### src/rtl/irqd_pkg.sv
package irqd_pkg;

    typedef enum logic [2:0] {
        REG_SET_EN   = 3'd0,
        REG_CLR_EN   = 3'd1,
        REG_SET_PEND = 3'd2,
        REG_CLR_PEND = 3'd3,
        REG_TRIG     = 3'd4,
        REG_ACTIVE   = 3'd5
    } reg_sel_e;

    typedef enum logic {
        ACK_IDLE = 1'b0,
        ACK_DONE = 1'b1
    } ack_state_e;

    localparam int SPURIOUS_ID = 1023;

endpackage

### src/rtl/irqd_src_slice.sv
module irqd_src_slice #(
    parameter bit LEGACY = 1'b0
) (
    input  logic clk,
    input  logic rst_n,
    input  logic line,
    input  logic en_set,
    input  logic en_clr,
    input  logic pend_set,
    input  logic pend_clr,
    input  logic trig_wr,
    input  logic trig_val,
    input  logic take,
    input  logic eoi_hit,
    output logic enable,
    output logic edge_mode,
    output logic active,
    output logic pend_eff,
    output logic cand
);

    logic line_q;
    logic latch;
    logic rise;
    logic capture;

    assign rise    = edge_mode & line & ~line_q;
    assign capture = LEGACY & en_set & ~edge_mode & line;

    always_ff @(posedge clk) begin
        if (!rst_n) begin
            line_q    <= 1'b0;
            latch     <= 1'b0;
            enable    <= 1'b0;
            edge_mode <= 1'b0;
            active    <= 1'b0;
        end else begin
            line_q <= line;
            latch  <= (latch & ~pend_clr & ~take) | pend_set | rise | capture;
            enable <= (enable | en_set) & ~en_clr;
            if (trig_wr) begin
                edge_mode <= trig_val;
            end
            if (take) begin
                active <= 1'b1;
            end else if (eoi_hit) begin
                active <= 1'b0;
            end
        end
    end

    assign pend_eff = edge_mode ? latch : (latch | line);
    assign cand     = enable & pend_eff & ~active;


    nocapture_chk: assert property (@(posedge clk) disable iff (!rst_n)
        (!LEGACY && en_set && !pend_set && !latch && !edge_mode) |=> !latch);


    legacy_capture_chk: assert property (@(posedge clk) disable iff (!rst_n)
        (LEGACY && en_set && !edge_mode && line && !pend_clr && !take) |=> latch);


    edge_latch_chk: assert property (@(posedge clk) disable iff (!rst_n)
        (edge_mode && line && !line_q) |=> latch);


    act_set_chk: assert property (@(posedge clk) disable iff (!rst_n)
        take |=> active);


    eoi_clear_chk: assert property (@(posedge clk) disable iff (!rst_n)
        (eoi_hit && !take) |=> !active);

endmodule

### src/rtl/irqd_pick.sv
module irqd_pick #(
    parameter int NUM_SRC = 32,
    localparam int IDX_W  = $clog2(NUM_SRC)
) (
    input  logic [NUM_SRC-1:0] cand,
    output logic [NUM_SRC-1:0] onehot,
    output logic [IDX_W-1:0]   idx,
    output logic               valid
);

    always_comb begin
        idx = '0;
        for (int i = NUM_SRC - 1; i >= 0; i--) begin
            if (cand[i]) begin
                idx = IDX_W'(i);
            end
        end
        valid  = |cand;
        onehot = valid ? (NUM_SRC'(1) << idx) : '0;
    end

endmodule

### src/rtl/irqd_ack_fsm.sv
module irqd_ack_fsm
    import irqd_pkg::*;
#(
    parameter int ID_W  = 10,
    parameter int IDX_W = 5
) (
    input  logic             clk,
    input  logic             rst_n,
    input  logic             ack_req,
    input  logic             pick_valid,
    input  logic [IDX_W-1:0] pick_idx,
    output logic             ack_fire,
    output logic             ack_done,
    output logic [ID_W-1:0]  ack_id
);

    localparam logic [ID_W-1:0] SPUR = ID_W'(SPURIOUS_ID);

    ack_state_e state, state_n;

    always_comb begin
        state_n = state;
        unique case (state)
            ACK_IDLE: if (ack_req) state_n = ACK_DONE;
            ACK_DONE: state_n = ACK_IDLE;
        endcase
    end

    always_ff @(posedge clk) begin
        if (!rst_n) begin
            state <= ACK_IDLE;
        end else begin
            state <= state_n;
        end
    end

    always_ff @(posedge clk) begin
        if (!rst_n) begin
            ack_id <= SPUR;
        end else if (ack_fire) begin
            ack_id <= pick_valid ? ID_W'(pick_idx) : SPUR;
        end
    end

    always_comb begin
        ack_fire = 1'b0;
        ack_done = 1'b0;
        unique case (state)
            ACK_IDLE: ack_fire = ack_req;
            ACK_DONE: ack_done = 1'b1;
        endcase
    end


    done_pulse_chk: assert property (@(posedge clk) disable iff (!rst_n)
        ack_done |=> !ack_done);

endmodule

### src/rtl/irqd_top.sv
module irqd_top
    import irqd_pkg::*;
#(
    parameter int NUM_SRC = 32,
    parameter int ID_W    = 10,
    parameter bit LEGACY  = 1'b0,
    localparam int IDX_W  = $clog2(NUM_SRC)
) (
    input  logic               clk,
    input  logic               rst_n,
    input  logic               reg_we,
    input  logic [2:0]         reg_addr,
    input  logic [NUM_SRC-1:0] reg_wdata,
    output logic [NUM_SRC-1:0] reg_rdata,
    input  logic [NUM_SRC-1:0] src_line,
    input  logic               ack_req,
    output logic               ack_done,
    output logic [ID_W-1:0]    ack_id,
    input  logic               eoi_valid,
    input  logic [ID_W-1:0]    eoi_id,
    output logic               irq_out
);

    reg_sel_e sel;
    assign sel = reg_sel_e'(reg_addr);

    logic [NUM_SRC-1:0] en_vec, trig_vec, act_vec, pend_vec, cand_vec;
    logic [NUM_SRC-1:0] pick_onehot, take_vec;
    logic [IDX_W-1:0]   pick_idx;
    logic               pick_valid;
    logic               ack_fire;

    logic wr_set_en, wr_clr_en, wr_set_pd, wr_clr_pd, wr_trig;
    assign wr_set_en = reg_we && (sel == REG_SET_EN);
    assign wr_clr_en = reg_we && (sel == REG_CLR_EN);
    assign wr_set_pd = reg_we && (sel == REG_SET_PEND);
    assign wr_clr_pd = reg_we && (sel == REG_CLR_PEND);
    assign wr_trig   = reg_we && (sel == REG_TRIG);

    assign take_vec = pick_onehot & {NUM_SRC{ack_fire}};

    for (genvar i = 0; i < NUM_SRC; i++) begin : g_src
        irqd_src_slice #(.LEGACY(LEGACY)) u_slice (
            .clk       (clk),
            .rst_n     (rst_n),
            .line      (src_line[i]),
            .en_set    (wr_set_en & reg_wdata[i]),
            .en_clr    (wr_clr_en & reg_wdata[i]),
            .pend_set  (wr_set_pd & reg_wdata[i]),
            .pend_clr  (wr_clr_pd & reg_wdata[i]),
            .trig_wr   (wr_trig),
            .trig_val  (reg_wdata[i]),
            .take      (take_vec[i]),
            .eoi_hit   (eoi_valid && (eoi_id == ID_W'(i))),
            .enable    (en_vec[i]),
            .edge_mode (trig_vec[i]),
            .active    (act_vec[i]),
            .pend_eff  (pend_vec[i]),
            .cand      (cand_vec[i])
        );
    end

    irqd_pick #(.NUM_SRC(NUM_SRC)) u_pick (
        .cand   (cand_vec),
        .onehot (pick_onehot),
        .idx    (pick_idx),
        .valid  (pick_valid)
    );

    irqd_ack_fsm #(.ID_W(ID_W), .IDX_W(IDX_W)) u_fsm (
        .clk        (clk),
        .rst_n      (rst_n),
        .ack_req    (ack_req),
        .pick_valid (pick_valid),
        .pick_idx   (pick_idx),
        .ack_fire   (ack_fire),
        .ack_done   (ack_done),
        .ack_id     (ack_id)
    );

    always_comb begin
        unique case (sel)
            REG_SET_EN, REG_CLR_EN:     reg_rdata = en_vec;
            REG_SET_PEND, REG_CLR_PEND: reg_rdata = pend_vec;
            REG_TRIG:                   reg_rdata = trig_vec;
            REG_ACTIVE:                 reg_rdata = act_vec;
            default:                    reg_rdata = '0;
        endcase
    end

    assign irq_out = |cand_vec;


    take_onehot_chk: assert property (@(posedge clk) disable iff (!rst_n)
        $onehot0(take_vec));


    irq_pick_chk: assert property (@(posedge clk) disable iff (!rst_n)
        irq_out |-> pick_valid);

endmodule

### config.mk
export PLATFORM = sky130hd
export DESIGN_NAME = irqd_top
export DESIGN_NICKNAME = d
export VERILOG_FILES = /design/src/rtl/irqd_pkg.sv /design/src/rtl/irqd_src_slice.sv /design/src/rtl/irqd_pick.sv /design/src/rtl/irqd_ack_fsm.sv /design/src/rtl/irqd_top.sv
export SDC_FILE = /design/constraint.sdc
export NUM_CORES = 1
export LEC_CHECK = 0
export BUFFER_PORTS_ARGS = -buffer_cell sky130_fd_sc_hd__buf_2
export CORE_MARGIN = 4
export CORE_UTILIZATION = 55
export CTS_CLUSTER_DIAMETER = 30
export DETAILED_ROUTE_END_ITERATION = 8
export PLACE_DENSITY = 0.84
export SYNTH_ARGS = -nofsm -noshare
export SYNTH_HDL_FRONTEND = slang
export SYNTH_SLANG_ARGS = --single-unit
### constraint.sdc
create_clock -name clk -period 2.4 [get_ports clk]
set_input_delay 0.12 -clock clk [delete_from_list [all_inputs] [get_ports clk]]
set_output_delay 0.12 -clock clk [all_outputs]
set_load 0.02 [all_outputs]
==> results.ini, run 1 <==
[run_status]
status=finished with violations
violations=setup timing

[drt]
drc=0
wl_um=31140
dr.first_iter.drc_count=1367
avgViaCountPerCell=6.429
dr.pass1.iters=6
vias=9817
wire_per_inst_um=20.39
postRouteAntennaNets=0

[finish]
antenna_cells=0
fillers=1133
area_growth_pct=28.44
drive_gt1_share_pct=22.20
nNetsFinal=1382
fin_cells=1527
fin_area_um2=11410

[yosys]
avgSynthCellArea_um2=8.057
synth_edf_count=0
synthDistinctLibCells=77
synthArstFlopShare_pct=0
yosysWarnings=0
synth_area_um2=8887
seq_area_frac_synth_pct=37.62
yosys_register_bits=167
syn_nets=1185
syn_inst=1103
synthFlopType=dfxtp_1

[timing]
fin_crit_sh_pct=101.4
drv_slew=0
worst_pin_slew_ps=868.7
period_needed_ps=2433
setup_slack_ps=-32.67
whs_ps=177.4
maxSlewHeadroom_pct=42.09
finalHoldViolations=0
clock_skew_ps=8.791
max_freq_mhz=411.1
rsz0062_at_grt=yes
setup-violations-final=3

[pwr]
powerDensity_nw_per_um2=626.7
p_int_uw=5202
power.leakage_uw=0.004450
swShare_pct=27.29
p_switching_uw=1952
p_seq_share_pct=40.7
vdd_drop_max_mv=0.5467
p_clk_share_pct=41.5
combPwrFrac_pct=17.8

[clock_tree]
clock_latency_ps=440
htreeDepth=4
clk_pin_slew_ps=60
clockRootBuffer=clkbuf_16
cts_buffers=17
tritoncts=yes
cts_buffer_depth=2
cts.sinks=167

[worst_setup_path]
crit_arrival_ps=2740
crit_start=src_line[25]
start_kind=input port
r2r_end=g_src[13].u_slice.latch
endpoint_kind=register
critPathKind=input port to register
rr_startpoint=g_src[25].u_slice.edge_mode
r2r_cells=9
ff2ff_setup_slack_ps=-10
cp_max_fo=8
worstPathRequired_ps=2710

[worst_hold_path]
hold_class=input port to register
holdPathStages=3
hold_path.startpoint=eoi_id[2]
holdPathEnd=g_src[13].u_slice.active

[floorplan]
start_util_pct=55.95
top_level_ports=126
die_width_um=135.1
core_area_um2=15890
row_count=46
design.die.area_um2=18260
die_y_um=135.1

[placement]
io_buffers=125
gp_congestion=0.9973
hpwlAfterDp_um=19900
dp.cells=1426
post-place-ws_ps=-13.68
place_area_um2=9967

[global_routing]
grt_overflow=0
antenna_found_initial=1
grt_pass1_wl_um=48550
grt_pass1_vias=9457
grt_use_total_pct=33.17
grt_start_max_net_pins=79

[job]
drv_cap=0

[metal layers]
layer	GRT usage, %	routed length [um]	vias to the layer above	part of all wire, %
met5	0	7	-	0.022
met4	15.40	1302	2	4.2
met3	9.091	3902	149	13
met2	52.52	14000	722	45
met1	42.17	11930	4533	38
li1	-	-	4411	-
[what timing repair did]
action / 4_1_cts / 5_1_grt
gates resized for setup: 3 / 24
endpoints found under the hold margin: 96 / 0
setup endpoints to repair: 2 / 46
hold buffers: 64 / 0
setup buffers: 0 / 7
pin swaps: 2 / 10
[per-stage QoR]
step / TNS [ps] / power [uW] / util [%]
after detailed placement: -13.68 / 4077 / 62.74
after CTS: 0 / 7068 / 70.81
after global routing: -1735 / 7319 / 71.86
after global placement: 0 / 4054 / 62.74
after floorplan: 0 / 3621 / -
final: -64.32 / 7154 / 71.86
[worst max-delay path by stage]
stage | endpoint | depth (start not counted)
after floorplan | g_src[13].u_slice.latch | 8
after global routing | g_src[11].u_slice.latch | 10
after global placement | g_src[11].u_slice.latch | 7
final | g_src[13].u_slice.latch | 11
after detailed placement | g_src[11].u_slice.latch | 7
after CTS | irq_out | 7
[power groups by stage]
| stage | logic [uW] | registers [uW] | clock network [uW] |
|---|---|---|---|
| after floorplan | 650 | 2970 | 0 |
| after global placement | 1090 | 2970 | 0 |
| after detailed placement | 1110 | 2970 | 0 |
| after CTS | 1200 | 2910 | 2960 |
| after global routing | 1340 | 2920 | 3060 |
| final | 1270 | 2910 | 2970 |
[cells in the mapped netlist (all sizes together), types with 23 or more instances]
library cell	count	area (um2)
a311oi	23	232.7
mux2i	33	330.3
o21a	27	210.2
nor2b	64	405.4
clkbuf	54	202.7
a21oi	120	608.1
nand2	180	675.7
dfxtp	167	3343
o21ai	86	460.5
a211oi	38	302.8
o22ai	28	181.4
and2	38	237.7
nor2	52	202.7
[final cells by class]
type	count	area, um2	area share (%)
Tap cell	216	270.3	2.368
Sequential cell	167	3343	29.29
Inverter	10	38.79	0.3398
Clock inverter	7	142.6	1.250
Timing Repair Buffer	253	1813	15.88
Clock buffer	23	488.0	4.275
Multi-Input combinational cell	851	5319	46.60
[critical path, stage by stage]
cell           delay, ps
dlygate4sd3_1        530
buf_2                130
nor2b_1              140
o21ai_1              280
and2_1               220
a311oi_2             110
buf_4                170
o31a_1               350
nor4_4               310
buf_4                240
a41oi_1              130
[cells in the final DEF, fill, tap and decap left out, types with 10 or more instances in the layout]
cell	count
a311oi_1	14
a211oi_1	36
nand2_1	180
o22ai_1	27
a21boi_0	10
nor2_1	47
a21oi_1	118
nand4_1	10
clkbuf_16	17
nand3_1	20
dfxtp_1	167
buf_2	125
o21ai_2	23
mux2i_1	33
buf_4	58
o21a_1	26
dlygate4sd3_1	64
nor2b_1	62
o21ai_0	58
and2_1	38
nand2b_1	12
[sequential cells by signal, summed over array words and instances (netlist names)]
register                 flops
u_fsm.ack_id                 6
g_src.u_slice.active        32
g_src.u_slice.enable        32
u_fsm.state                  1
g_src.u_slice.line_q        32
g_src.u_slice.latch         32
g_src.u_slice.edge_mode     32
[logic make-up (layout without fill, tap and decap cells)]
family | count (synthesis) | in the layout | synth area share, %
AND/OR/NAND/NOR | 412 | 412 | 23.17
AO/OA/AOI/OAI | 406 | 406 | 31.41
flip-flops | 167 | 167 | 37.62
buffers and inverters | 85 | 293 | 4.083
multiplexers | 33 | 33 | 3.717
Note: power is estimated with default switching activity, not from simulation.
==> run 2, diff against run 1 <==
--- a/config.mk
+++ b/config.mk
@@ -5,6 +5,7 @@
 export SDC_FILE = /design/constraint.sdc
 export NUM_CORES = 1
 export LEC_CHECK = 0
+export ABC_AREA = 1
 export BUFFER_PORTS_ARGS = -buffer_cell sky130_fd_sc_hd__buf_2
 export CORE_MARGIN = 4
 export CORE_UTILIZATION = 55
==> constraint.sdc (replaced) <==
create_clock -name clk -period 2.4 [get_ports clk]
set_input_delay 0.12 -clock clk [delete_from_list [all_inputs] [get_ports clk]]
set_output_delay 0.12 -clock clk [all_outputs]
set_load 0.005 [all_outputs]
==> results.ini, run 2 <==
[floorplan]
top_level_ports=126
design.die.area_um2=17180
start_util_pct=56.66
row_count=44
die_y_um=131.1
core_area_um2=14700
die_width_um=131.1

[clock_tree]
cts.sinks=167
htreeDepth=4
cts_buffer_depth=2
clockRootBuffer=clkbuf_16
cts_buffers=17
tritoncts=yes
clock_latency_ps=440
clk_pin_slew_ps=70

[global_routing]
grt_overflow=0
grt_pass1_vias=9874
grt_start_max_net_pins=70
grt_use_total_pct=36.26
antenna_found_initial=0
grt_pass1_wl_um=49020

[worst_setup_path]
critPathKind=register to register
crit_slowest_cell=dfxtp_2
crit_top_cell=nand2_1
critPathTopFamily=simple AND/OR/NAND/NOR gates
cp_max_fo=4
crit_buf_inv=2
worstPathRequired_ps=2720
slowest_delay_ps=330
endpoint_kind=register
crit_arrival_ps=3460
start_kind=register

[yosys]
synth_top_area_cell=dfxtp_1
syn_nets=1329
synth_most_common_cell=nand2_1
synth_top_cells_by_count=nand2_1, inv_1, dfxtp_1
seq_area_frac_synth_pct=40.14
synthFlopType=dfxtp_1
yosys.area.top_type_share_pct=40.14
yosys-top-cells-area=dfxtp_1, nand2_1, inv_1, o21ai_0, a21oi_1
synth_area_um2=8329
synthArstFlopShare_pct=0
avgSynthCellArea_um2=6.679
yosys_register_bits=167
yosysWarnings=0
synthDistinctLibCells=32
syn_inst=1247
synth_edf_count=0

[worst_hold_path]
hold_class=input port to register

[timing]
max_freq_mhz=318.4
setup_slack_ps=-741.0
setup-violations-final=64
drv_slew=0
clock_skew_ps=7.614
worst_pin_slew_ps=734.0
rsz0062_at_grt=yes
finalHoldViolations=0
period_needed_ps=3141
fin_tns_setup_ps=-38820
maxSlewHeadroom_pct=51.06
fin_crit_sh_pct=130.9

[pwr]
power.leakage_uw=0.005296
p_seq_share_pct=40.0
p_clk_share_pct=42.8
vdd_drop_max_mv=0.6016
swShare_pct=26.65
power_uw=7310
p_int_uw=5362
p_switching_uw=1948
combPwrFrac_pct=17.3
powerDensity_nw_per_um2=643.8

[placement]
io_buffers=125
hpwlAfterDp_um=19650
dp.cells=1605
gp_congestion=1.014

[finish]
fillers=1005
antenna_cells=0
final_cell_mix=nand2_1, inv_1, dfxtp_1
fin_cells=1703
multiInputGateArea_um2=4158
drive_gt1_share_pct=21.99
final_common_cell=nand2_1
area_growth_pct=36.31
nNetsFinal=1588
regArea_um2=3353

[drt]
wl_um=31070
drc=0
dr.pass1.iters=6
wire_per_inst_um=18.24
avgViaCountPerCell=5.904
postRouteAntennaNets=0
vias=10055
dr.first_iter.drc_count=1189

[run_status]
status=finished with violations
violations=setup timing

[job]
drv_cap=0

[run 2: cell count changes in the layout (fill, tap and decap cells not counted), sizes merged, moves of 24 or more]
cell / delta
nor2: +52
o21ai: +56
a211oi: -38
and2: -38
inv: +200
o21a: -27
o2111ai: +24
mux2i: -33
nand2: +103
nor2b: -64
buf: +54
[run 2: worst paths after layout]
kind,end,cells past startpoint,start,slack (ps)
worst min register to register,g_src[29].u_slice.edge_mode,2,g_src[29].u_slice.edge_mode,470
worst max-delay path,g_src[14].u_slice.latch,39,g_src[30].u_slice.edge_mode,-740
worst min-delay path,g_src[31].u_slice.edge_mode,3,reg_wdata[31],8
worst max register to register,g_src[14].u_slice.latch,39,g_src[30].u_slice.edge_mode,-740
[run 2: layout make-up]
type	count	area share [%]
Timing Repair Buffer	297	18.92
Multi-Input combinational cell	811	36.62
Clock inverter	7	1.433
Clock buffer	25	4.452
Sequential cell	167	29.53
Inverter	212	7.009
Tap cell	184	2.028
[run 2: metal layers]
layer | GRT usage, % | wire length [um] | part of all wire, %
met2 | 59.41 | 14140 | 46
met3 | 9.360 | 3520 | 11
met5 | 0 | 0 | 0
met1 | 43.19 | 11480 | 37
met4 | 20.45 | 1928 | 6.2
[run 2: power by group through the flow]
stage	sequential, uW	combinational [uW]	clock (uW)
CTS	2920	1190	3100
floorplan	2970	555	0
global route	2930	1340	3220
detailed placement	2980	1040	0
finish	2920	1260	3130
global placement	2980	1030	0
[run 2: kinds of logic (layout without fill, tap and decap cells)]
group / count (synthesis) / count (layout) / synth area share, %
AOI/OAI and AO/OA: 367 / 367 / 25.36
DFF: 167 / 167 / 40.14
buffers and inverters: 269 / 541 / 12.35
and+or+nand+nor: 444 / 444 / 22.16
[run 2: per-stage QoR]
step | worst slack [ps] | utilization (%) | hold WS [ps] | cell area, um2
3_5_place_dp | -569.3 | 66.90 | 333.2 | 9833
4_1_cts | -590.6 | 76.37 | 11.03 | 11230
3_3_place_gp | -552.7 | 66.90 | 329.4 | 9833
6_report | -741.0 | 77.24 | 7.954 | 11350
2_1_floorplan | -61.25 | - | 213.5 | 8344
5_1_grt | -1090 | 77.24 | 36.21 | 11350
[run 2: what timing repair did]
action                                  in CTS  in global routing
resized for setup                           31                 26
hold buffers                                54                  0
endpoints found under the hold margin       54                  0
pin swaps                                   22                 23
buffers inserted                            10                  4
endpoints found under the setup margin      64                 65
[run 2: worst min-delay path, cell delays in order]
cell     delay [ps]
buf_2           100
o21ai_0          80
a21oi_1         100
